===== src/rtl/rbe_pkg.sv =====
package rbe_pkg;
  typedef enum logic [2:0] {
    ST_OFF, ST_FIRST, ST_SETUP, ST_BUSY_HI, ST_WAIT_DATA, ST_CLK_RISE, ST_BUSY_LO
  } xfer_state_e;

  localparam int HIN_W   = 4;
  localparam int IN_CLK  = 0;
  localparam int IN_BUSY = 1;
  localparam int IN_ACT  = 2;
  localparam int IN_INIT = 3;

  localparam int STAT_W       = 5;
  localparam int SB_ACT_RISE  = 0;
  localparam int SB_ACT_FALL  = 1;
  localparam int SB_INIT_RISE = 2;
  localparam int SB_INIT_FALL = 3;
  localparam int SB_ILLEGAL   = 4;
endpackage


===== src/rtl/rbe_sync.sv =====
module rbe_sync #(
  parameter int                 W       = 4,
  parameter int                 STAGES  = 2,
  parameter logic [W-1:0]       RST_VAL = '0
) (
  input  logic         clk_i,
  input  logic         rst_ni,
  input  logic [W-1:0] async_i,
  output logic [W-1:0] lvl_o,
  output logic [W-1:0] rise_o,
  output logic [W-1:0] fall_o
);
  logic [W-1:0] prev_q;

  for (genvar b = 0; b < W; b++) begin : g_bit
    logic [STAGES-1:0] chain_q;
    always_ff @(posedge clk_i or negedge rst_ni) begin
      if (!rst_ni) chain_q <= {STAGES{RST_VAL[b]}};
      else         chain_q <= {chain_q[STAGES-2:0], async_i[b]};
    end
    assign lvl_o[b] = chain_q[STAGES-1];
  end

  always_ff @(posedge clk_i or negedge rst_ni) begin
    if (!rst_ni) prev_q <= RST_VAL;
    else         prev_q <= lvl_o;
  end

  assign rise_o = lvl_o & ~prev_q;
  assign fall_o = ~lvl_o & prev_q;
endmodule


===== src/rtl/rbe_status.sv =====
module rbe_status
  import rbe_pkg::*;
(
  input  logic              clk_i,
  input  logic              rst_ni,
  input  logic              mode_en_i,
  input  logic              act_rise_i,
  input  logic              act_fall_i,
  input  logic              init_rise_i,
  input  logic              init_fall_i,
  input  logic              hclk_rise_i,
  input  logic              busy_fall_i,
  input  logic              clr_i,
  input  logic [STAT_W-1:0] clr_bits_i,
  output logic [STAT_W-1:0] status_o
);
  logic              win_q;
  logic [STAT_W-1:0] status_q;
  logic [STAT_W-1:0] set_vec;

  // window: host clock rise opens, host busy fall closes
  always_ff @(posedge clk_i or negedge rst_ni) begin
    if (!rst_ni)          win_q <= 1'b0;
    else if (!mode_en_i)  win_q <= 1'b0;
    else if (hclk_rise_i) win_q <= 1'b1;
    else if (busy_fall_i) win_q <= 1'b0;
  end

  always_comb begin
    set_vec               = '0;
    set_vec[SB_ACT_RISE]  = act_rise_i;
    set_vec[SB_ACT_FALL]  = act_fall_i;
    set_vec[SB_INIT_RISE] = init_rise_i;
    set_vec[SB_INIT_FALL] = init_fall_i;
    set_vec[SB_ILLEGAL]   = act_fall_i & ~win_q;
    if (!mode_en_i) set_vec = '0;
  end

  always_ff @(posedge clk_i or negedge rst_ni) begin
    if (!rst_ni) status_q <= '0;
    else         status_q <= (status_q & ~(clr_i ? clr_bits_i : '0)) | set_vec;
  end

  assign status_o = status_q;

  p_illegal_outside_window_r8: assert property (@(posedge clk_i) disable iff (!rst_ni)
    $rose(status_q[SB_ILLEGAL]) |-> $past(!win_q));

  p_no_flag_when_off_r9: assert property (@(posedge clk_i) disable iff (!rst_ni)
    (!mode_en_i && !clr_i) |=> $stable(status_q));

  p_clear_wins_r10: assert property (@(posedge clk_i) disable iff (!rst_ni)
    (clr_i && clr_bits_i[SB_INIT_RISE] && !init_rise_i) |=> !status_q[SB_INIT_RISE]);
endmodule


===== src/rtl/rbe_xfer.sv =====
module rbe_xfer
  import rbe_pkg::*;
#(
  parameter int DATA_W = 8,
  parameter int CNT_W  = 8
) (
  input  logic              clk_i,
  input  logic              rst_ni,
  input  logic              mode_en_i,
  input  logic [CNT_W-1:0]  setup_cyc_i,
  input  logic              wr_i,
  input  logic [DATA_W-1:0] wr_data_i,
  input  logic              busy_lvl_i,
  input  logic              hclk_rise_i,
  output logic [DATA_W-1:0] data_o,
  output logic              periph_clk_o,
  output logic              feed_req_o,
  output logic              idle_o
);
  xfer_state_e       state_q;
  logic [DATA_W-1:0] out_q, hold_q;
  logic              hold_full_q, feed_req_q, idle_q, pclk_q, rearm_q;
  logic [CNT_W-1:0]  cnt_q;
  logic              late_wr;

  assign late_wr = wr_i && (state_q != ST_OFF) && (state_q != ST_FIRST);

  always_ff @(posedge clk_i or negedge rst_ni) begin
    if (!rst_ni) begin
      state_q     <= ST_OFF;
      out_q       <= '0;
      hold_q      <= '0;
      hold_full_q <= 1'b0;
      feed_req_q  <= 1'b0;
      idle_q      <= 1'b0;
      pclk_q      <= 1'b1;
      cnt_q       <= '0;
      rearm_q     <= 1'b0;
    end else if (!mode_en_i) begin
      state_q     <= ST_OFF;
      hold_full_q <= 1'b0;
      feed_req_q  <= 1'b0;
      idle_q      <= 1'b0;
      pclk_q      <= 1'b1;
      rearm_q     <= 1'b0;
    end else begin
      rearm_q <= 1'b0;
      unique case (state_q)
        ST_OFF: begin
          state_q    <= ST_FIRST;
          feed_req_q <= 1'b1;
          idle_q     <= 1'b1;
        end
        ST_FIRST: if (wr_i) begin
          out_q      <= wr_data_i;
          idle_q     <= 1'b0;
          feed_req_q <= 1'b0;
          cnt_q      <= setup_cyc_i;
          rearm_q    <= 1'b1;
          state_q    <= ST_SETUP;
        end
        ST_SETUP: begin
          if (rearm_q) feed_req_q <= 1'b1;  // momentary drop after first byte
          if (cnt_q == '0) begin
            pclk_q  <= 1'b0;
            state_q <= ST_BUSY_HI;
          end else begin
            cnt_q <= cnt_q - 1'b1;
          end
        end
        ST_BUSY_HI: if (busy_lvl_i) begin
          if (hold_full_q) begin
            pclk_q  <= 1'b1;
            state_q <= ST_CLK_RISE;
          end else begin
            idle_q  <= 1'b1;
            state_q <= ST_WAIT_DATA;
          end
        end
        ST_WAIT_DATA: if (hold_full_q) begin
          pclk_q  <= 1'b1;
          state_q <= ST_CLK_RISE;
        end
        ST_CLK_RISE: if (hclk_rise_i) state_q <= ST_BUSY_LO;
        ST_BUSY_LO: if (!busy_lvl_i) begin
          out_q       <= hold_q;
          hold_full_q <= 1'b0;
          feed_req_q  <= 1'b1;
          cnt_q       <= setup_cyc_i;
          state_q     <= ST_SETUP;
        end
        default: state_q <= ST_OFF;
      endcase
      // feeder write overrides flag updates of the same cycle
      if (late_wr) begin
        hold_q      <= wr_data_i;
        hold_full_q <= 1'b1;
        feed_req_q  <= 1'b0;
        idle_q      <= 1'b0;
      end
    end
  end

  assign data_o       = out_q;
  assign periph_clk_o = pclk_q;
  assign feed_req_o   = feed_req_q;
  assign idle_o       = idle_q;

  p_entry_flags_r1: assert property (@(posedge clk_i) disable iff (!rst_ni)
    (state_q == ST_OFF && mode_en_i) |=> (feed_req_q && idle_q));

  p_first_rearm_r3: assert property (@(posedge clk_i) disable iff (!rst_ni)
    ($past(wr_i && mode_en_i && state_q == ST_FIRST) && mode_en_i && !wr_i) |=> feed_req_q);

  p_write_clears_r6: assert property (@(posedge clk_i) disable iff (!rst_ni)
    (wr_i && mode_en_i && state_q != ST_OFF) |=> (!feed_req_q && !idle_q));

  p_rise_needs_data_r6: assert property (@(posedge clk_i) disable iff (!rst_ni)
    ($rose(pclk_q) && $past(mode_en_i)) |-> $past(hold_full_q));

  p_load_sets_req_r7: assert property (@(posedge clk_i) disable iff (!rst_ni)
    (state_q == ST_BUSY_LO && !busy_lvl_i && mode_en_i && !wr_i) |=> feed_req_q);

  p_off_returns_r11: assert property (@(posedge clk_i) disable iff (!rst_ni)
    !mode_en_i |=> (state_q == ST_OFF && !feed_req_q && !idle_q && pclk_q));
endmodule


===== src/rtl/rev_byte_engine.sv =====
module rev_byte_engine
  import rbe_pkg::*;
#(
  parameter int DATA_W      = 8,
  parameter int CNT_W       = 8,
  parameter int SYNC_STAGES = 2
) (
  input  logic              clk_i,
  input  logic              rst_ni,
  input  logic              mode_en_i,
  input  logic              dir_out_i,
  input  logic [CNT_W-1:0]  setup_cyc_i,
  input  logic              wr_i,
  input  logic [DATA_W-1:0] wr_data_i,
  input  logic              clr_i,
  input  logic [4:0]        clr_bits_i,
  input  logic              host_clk_i,
  input  logic              host_busy_i,
  input  logic              link_active_i,
  input  logic              init_n_i,
  output logic [DATA_W-1:0] data_o,
  output logic              data_oe_o,
  output logic              periph_clk_o,
  output logic              feed_req_o,
  output logic              idle_o,
  output logic [4:0]        status_o
);
  localparam logic [HIN_W-1:0] HIN_RST = (HIN_W'(1) << IN_CLK) | (HIN_W'(1) << IN_INIT);

  logic [HIN_W-1:0] hin, lvl, rise, fall;
  logic             unused_edges;

  always_comb begin
    hin          = '0;
    hin[IN_CLK]  = host_clk_i;
    hin[IN_BUSY] = host_busy_i;
    hin[IN_ACT]  = link_active_i;
    hin[IN_INIT] = init_n_i;
  end

  rbe_sync #(.W(HIN_W), .STAGES(SYNC_STAGES), .RST_VAL(HIN_RST)) u_sync (
    .clk_i, .rst_ni, .async_i(hin), .lvl_o(lvl), .rise_o(rise), .fall_o(fall)
  );

  assign unused_edges = ^{rise[IN_BUSY], fall[IN_CLK], lvl[IN_CLK], lvl[IN_INIT]};

  rbe_xfer #(.DATA_W(DATA_W), .CNT_W(CNT_W)) u_xfer (
    .clk_i, .rst_ni, .mode_en_i, .setup_cyc_i, .wr_i, .wr_data_i,
    .busy_lvl_i (lvl[IN_BUSY]),
    .hclk_rise_i(rise[IN_CLK]),
    .data_o, .periph_clk_o, .feed_req_o, .idle_o
  );

  rbe_status u_status (
    .clk_i, .rst_ni, .mode_en_i,
    .act_rise_i (rise[IN_ACT]),
    .act_fall_i (fall[IN_ACT]),
    .init_rise_i(rise[IN_INIT]),
    .init_fall_i(fall[IN_INIT]),
    .hclk_rise_i(rise[IN_CLK]),
    .busy_fall_i(fall[IN_BUSY]),
    .clr_i, .clr_bits_i,
    .status_o
  );

  assign data_oe_o = dir_out_i | (mode_en_i & lvl[IN_ACT]);

  p_oe_released_r2: assert property (@(posedge clk_i) disable iff (!rst_ni)
    (!dir_out_i && !mode_en_i) |-> !data_oe_o);
endmodule


===== config.mk =====
export PLATFORM = sky130hd
export DESIGN_NAME = rev_byte_engine
export DESIGN_NICKNAME = d
export VERILOG_FILES = /design/src/rtl/rbe_pkg.sv /design/src/rtl/rbe_sync.sv /design/src/rtl/rbe_status.sv /design/src/rtl/rbe_xfer.sv /design/src/rtl/rev_byte_engine.sv
export SDC_FILE = /design/constraint.sdc
export NUM_CORES = 1
export LEC_CHECK = 0
export BUFFER_PORTS_ARGS = -buffer_cell sky130_fd_sc_hd__buf_2
export CAP_MARGIN = 30
export CORE_ASPECT_RATIO = 0.75
export CORE_MARGIN = 8
export CORE_UTILIZATION = 30
export DETAILED_ROUTE_END_ITERATION = 7
export PLACE_DENSITY = 0.51
export SLEW_MARGIN = 20
export SYNTH_ARGS = -nofsm -noshare
export SYNTH_HDL_FRONTEND = slang
export SYNTH_SLANG_ARGS = --single-unit

===== constraint.sdc =====
create_clock -name clk_i -period 4.3 [get_ports clk_i]
set_input_delay 0.86 -clock clk_i [delete_from_list [all_inputs] [get_ports clk_i]]
set_output_delay 0.86 -clock clk_i [all_outputs]
set_load 0.005 [all_outputs]

======== After elaboration in Yosys (flattened, before gate mapping) ========
Index checks and enable logic that the tools add are counted.
operators by class
  equality and inequality tests ........... 27
  mux-type cells .......................... 44
  bitwise operators ....................... 11
  reduce and logical (&&, ||, !) cells .... 15
  add/subtract/negate cells ............... 1
operator list
  cell                                                                 number
  8-bit 2-to-1 mux                                                     5
  1-bit 2-to-1 mux                                                     24
  8-bit one-hot mux with 3 select lines                                1
  3-bit 2-to-1 mux                                                     7
  3-bit one-hot mux with 7 select lines                                1
  8-bit one-hot mux with 2 select lines                                1
  3-bit != test (second input constant)                                4
  4-bit by 3-bit != test with 1-bit output (second input constant)     3
  4-bit AND reduction                                                  3
  5-bit 2-to-1 mux                                                     2
  3-bit == test (second input constant)                                3
  3-bit by 1-bit != test with 1-bit output (second input constant)     3
  3-bit by 2-bit != test with 1-bit output (second input constant)     3
  4-bit AND                                                            2
  8-bit logical NOT                                                    1
  4-bit NOT                                                            2
  8-bit by 1-bit subtractor with 8-bit output (second input constant)  1
  3-bit by 2-bit == test with 1-bit output (second input constant)     2
  2-bit != test (second input constant)                                3
  6-bit by 1-bit != test with 1-bit output (second input constant)     1
  1-bit one-hot mux with 3 select lines                                2
  6-bit AND reduction                                                  1
  3-bit nonzero test                                                   2
  5-bit AND                                                            1
  17 further kinds                                                     20
storage, ports and cells
  word-level logic and storage cells ...... 114
  bits in registers ....................... 50
  bits of input ports ..................... 31
  output and inout bits ................... 17

======== Longest topological paths before layout ========
  word-level depth ........................ 5
  mapped depth ............................ 6
  depth with buffers taken out ............ 6

======== Modules after synthesis ========
Synthesis repeated with hierarchy kept, for this count alone.
unflattened totals
  cell total of the unflattened synthesis .. 220
  area total of the unflattened synthesis .. 2404.8 µm²
modules (own cells, without submodules)
  module           area each (µm²)  instances  sequential area each (µm²)  cells an instance
  rbe_xfer         1759.2           1          802.0                       176
  rbe_sync         407.9            1          307.8                       24
  rbe_status       230.2            1          150.1                       19
  rev_byte_engine  7.5              1          0.0                         1

======== Least setup slack after synthesis ========
OpenSTA, ideal clock, no wires.
  kind .................................... input to output
  start ................................... input mode_en_i
  end ..................................... output data_oe_o
  data arrival time ....................... 1.167 ns
  slack ................................... 2.273 ns
  path buffers ............................ 1
  stages on the path ...................... 3
  cells stage by stage .................... buf_2 > nand2_1 > nand2b_1
on the way
  word-level cells in the longest chain between the ends .. 2
RTL lines
  item         RTL line               text
  from (decl)  rev_byte_engine.sv:10  input logic mode_en_i,
  1-bit AND    rev_byte_engine.sv:66  assign data_oe_o = dir_out_i | (mode_en_i & lvl[IN_ACT]);
  1-bit OR     rev_byte_engine.sv:66
  to (decl)    rev_byte_engine.sv:22  output logic data_oe_o,
Every way passes these cells.

======== Worst setup path after layout ========
  start ................................... register u_xfer.state_q[1]
  end ..................................... register u_xfer.cnt_q[1]
on the way
  word-level cells in the longest chain between the ends .. 3
  elaborated cells on any way between the ends .. 9
  those cells by class .................... 6 x eq/ne; 1 x mux; 2 x reduce/logical
RTL lines
  item                                                              RTL line        text
  from (decl)                                                       rbe_xfer.sv:20  xfer_state_e state_q;
  from (signal assigned)                                            rbe_xfer.sv:30  state_q <= ST_OFF;
  from (signal assigned)                                            rbe_xfer.sv:40  state_q <= ST_OFF;
  from (signal assigned)                                            rbe_xfer.sv:50  state_q <= ST_FIRST;
  3-bit by 2-bit == test with 1-bit output (tied with other cells)  rbe_xfer.sv:48  unique case (state_q)
  2-bit != test (no line) or 3-bit nonzero test (tied branches)     --
  5-bit AND reduction (no line)                                     --
  to (signal assigned)                                              rbe_xfer.sv:58  cnt_q <= setup_cyc_i;
  to (signal assigned)                                              rbe_xfer.sv:68  cnt_q <= cnt_q - 1'b1;
  to (signal assigned)                                              rbe_xfer.sv:89  cnt_q <= setup_cyc_i;
  to (decl)                                                         rbe_xfer.sv:23  logic [CNT_W-1:0] cnt_q;
Parallel ways exist; a longest one is shown, timed or not.
A chain may end at the register's enable or synchronous reset.

==> impl_metrics.ini <==
[routing]
postRouteAntennaNets = 0
totalWireLength_um = 5410
drc_errors = 0
viasPerCell = 4.78
vias = 1813
post_drt_wl_per_cell_um = 14.3
first_iter_violations = 77
first_pass_iters = 4

[worst_setup_path]
crit_end = u_xfer.cnt_q[1]$_DFFE_PN0P_
start_kind = flip-flop
reg2reg_slack_ns = 2.01
r2r_start = u_xfer.state_q[1]$_DFFE_PN0P_
reg2reg_depth = 4
critPathLaunch = u_xfer.state_q[1]$_DFFE_PN0P_
cp-end-kind = flip-flop
critPathArrivalTime_ns = 2.54
cp_cell_sequence = nor3b_2 -> o31ai_2 -> a21oi_1 -> o22a_1
worstReg2RegEnd = u_xfer.cnt_q[1]$_DFFE_PN0P_
path_max_fanout = 21
cp.required_ns = 4.54
critical-path-max-stage-delay_ns = 0.76
crit_slowest_cell = nor3b_2
critical_path_class = reg -> reg

[timing]
fin_worst_skew_ns = 0.00923
finalHoldViolCount = 0
timing.fmax_mhz = 436
setup_viol = 0
period_minus_slack_ns = 2.29
fin_setup_tns_ns = 0
tightest_slew_ns = 0.886
slew_headroom_pct = 40.6
finalHoldWorstSlack_ns = 0.357
rsz0062_at_grt = no
period_share_pct = 53.4
drv_slew = 0

[clock_network]
post_cts_resized = 0
numCtsBuffers = 5
cts_tree = done
cts_num_sinks = 50
clk_path_buf_depth = 2
htreeDepth = 2
clock_latency_ns = 0.31
cts_setup_buffers = 0
postCtsHoldBufs = 0
cts.clk_slew.worst_paths_ns = 0.10
cts-root-buf = clkbuf_8

[power_and_ir_drop]
switchingPower_mw = 0.470
p_clk_share_pct = 21.3
pwr-share-comb_pct = 26.3
pwr-share-seq_pct = 52.4
peakVddDrop_uv = 129
p_int_mw = 0.899
power_density_nw_per_um2 = 484
p_sw_share_pct = 34.3
p_leak_nw = 1.31

[final_layout]
layout.cells.non_filler = 379
nFillCells = 812
final_core_util_pct = 36.0
fin_nets = 306
drive_above_1_share_pct = 31.4
antenna_cells = 0
syn_to_final_growth_pct = 17.3

[floorplanning]
die_area_sq_um = 11200
core_area_sq_um = 7850
row_count = 28
die_x_um = 119
initial_core_util_pct = 30.7
fp.dieH_um = 93.6
ios = 48

[logic_synthesis]
ys_types = 56
syn-num-nets = 262
synthFlopType = dfrtp_1
synth-seq-cells = 50
synthArstFlopShare_pct = 100
synth_top_area_cell = dfrtp_1
avgSynthCellArea_sq_um = 10.5
syn_inst = 229
yosysWarningCount = 0
synth_seq_area_share_pct = 52.3
syn_area_sq_um = 2410
synth.most_common_cell = dfrtp_1
synth_top_area_share_pct = 44.7
synth_edf_count = 0
synth.area.top_cells = dfrtp_1, dfstp_2, nand2_1
netlist_top_cells_count = dfrtp_1, nand2_1, a21oi_1, o21ai_0, nor2_1

[hold_path]
hold_path.class = reg -> reg

[global_route]
track_usage_pct = 9.82
grt_overflow = 0
grt_max_degree = 51
grt_pass1_wl_um = 8940
grt_pass1_vias = 1737
antenna_found_initial = 0

[place]
io_buffer_count = 47
hpwl_um = 3950
place_congestion = 0.796
dp_cells = 371

[run_status]
status = completed

[job]
cap_violations = 0
==> power by group through the flow <==
stage	Clock (mW)	Combinational, mW	Sequential (mW)
2_1_floorplan	0	0.262	0.695
3_3_place_gp	0	0.357	0.725
3_5_place_dp	0	0.366	0.728
4_1_cts	0.306	0.367	0.718
5_1_grt	0.319	0.410	0.739
6_report	0.291	0.361	0.717
==> worst max-delay path, delay by kind of cell, from the launching register on <==
kind             cells  cell delay [ns]
AO/OA/AOI/OAI        3             0.78
AND/OR/NAND/NOR      1             0.76
flip-flops           1             0.68
==> cell type report <==
| type | count | area [sq um] | area share (%) |
|---|---|---|---|
| sequential | 50 | 1260 | 44.6 |
| tap | 105 | 131 | 4.65 |
| inverter | 10 | 37.5 | 1.33 |
| clock inverter | 3 | 28.8 | 1.02 |
| clock buffer | 5 | 68.8 | 2.43 |
| timing repair buffer | 49 | 250 | 8.85 |
| multi-input combinational | 157 | 1050 | 37.1 |
==> cells in the final DEF, fill, tap and decap left out, drive strengths merged, types with 3 or more instances in the layout <==
master,instances
mux2i,9
buf,49
or2,4
o21ai,26
clkbuf,5
dfstp,7
clkinv,3
dfrtp,43
nor2,11
a21oi,16
nor4,3
nor2b,4
inv,10
nand2,26
nor3,5
nand2b,6
mux2,8
==> state kept, by name, summed over array words and instances (netlist names), 3 cells and up <==
register,cells
u_xfer.cnt_q,8
u_status.status_o,5
u_sync.prev_q,4
u_xfer.data_o,8
u_sync.g_bit.chain_q,8
u_xfer.hold_q,8
u_xfer.state_q,3
==> routing by layer <==
metal / share of wire [%] / vias to the layer above / GRT usage [%]
met1: 50 / 846 / 13.1
met4: 1.8 / 0 / 4.66
met3: 7.0 / 8 / 3.13
met5: 0 / - / 0
met2: 41 / 51 / 14.2
li1: - / 908 / -
==> through the flow <==
step                setup WS [ns]  total power [mW]  area, sq um
floorplan                    2.27             0.958         2410
global placement             1.81              1.08         2720
detailed placement           1.78              1.09         2730
CTS                          2.04              1.39         2830
global route                 1.77              1.47         2830
finish                       2.01              1.37         2830
==> worst min path at each step <==
| stage | start | depth (start not counted) | end | slack [ns] |
|---|---|---|---|---|
| after detailed placement | u_sync.g_bit[2].chain_q[0]$_DFF_PN0_ | 0 | u_sync.g_bit[2].chain_q[1]$_DFF_PN0_ | 0.34 |
| final | u_sync.g_bit[2].chain_q[0]$_DFF_PN0_ | 0 | u_sync.g_bit[2].chain_q[1]$_DFF_PN0_ | 0.36 |
| after floorplan | u_sync.g_bit[1].chain_q[0]$_DFF_PN0_ | 0 | u_sync.g_bit[1].chain_q[1]$_DFF_PN0_ | 0.33 |
| after global placement | u_sync.g_bit[2].chain_q[0]$_DFF_PN0_ | 0 | u_sync.g_bit[2].chain_q[1]$_DFF_PN0_ | 0.34 |
| after CTS | u_sync.g_bit[2].chain_q[0]$_DFF_PN0_ | 0 | u_sync.g_bit[2].chain_q[1]$_DFF_PN0_ | 0.36 |
| after global routing | u_sync.g_bit[2].chain_q[0]$_DFF_PN0_ | 0 | u_sync.g_bit[2].chain_q[1]$_DFF_PN0_ | 0.36 |
==> cells by family after synthesis <==
kind of cell | Yosys count | share of synthesized area [%]
buffers and inverters | 22 | 4.15
AND/OR/NAND/NOR | 72 | 16.7
multiplexers | 17 | 7.48
adder cells (fa/ha/maj) | 2 | 1.04
AO/OA/AOI/OAI | 66 | 18.3
flip-flops | 50 | 52.3
Power figures use the tool's default switching activity.
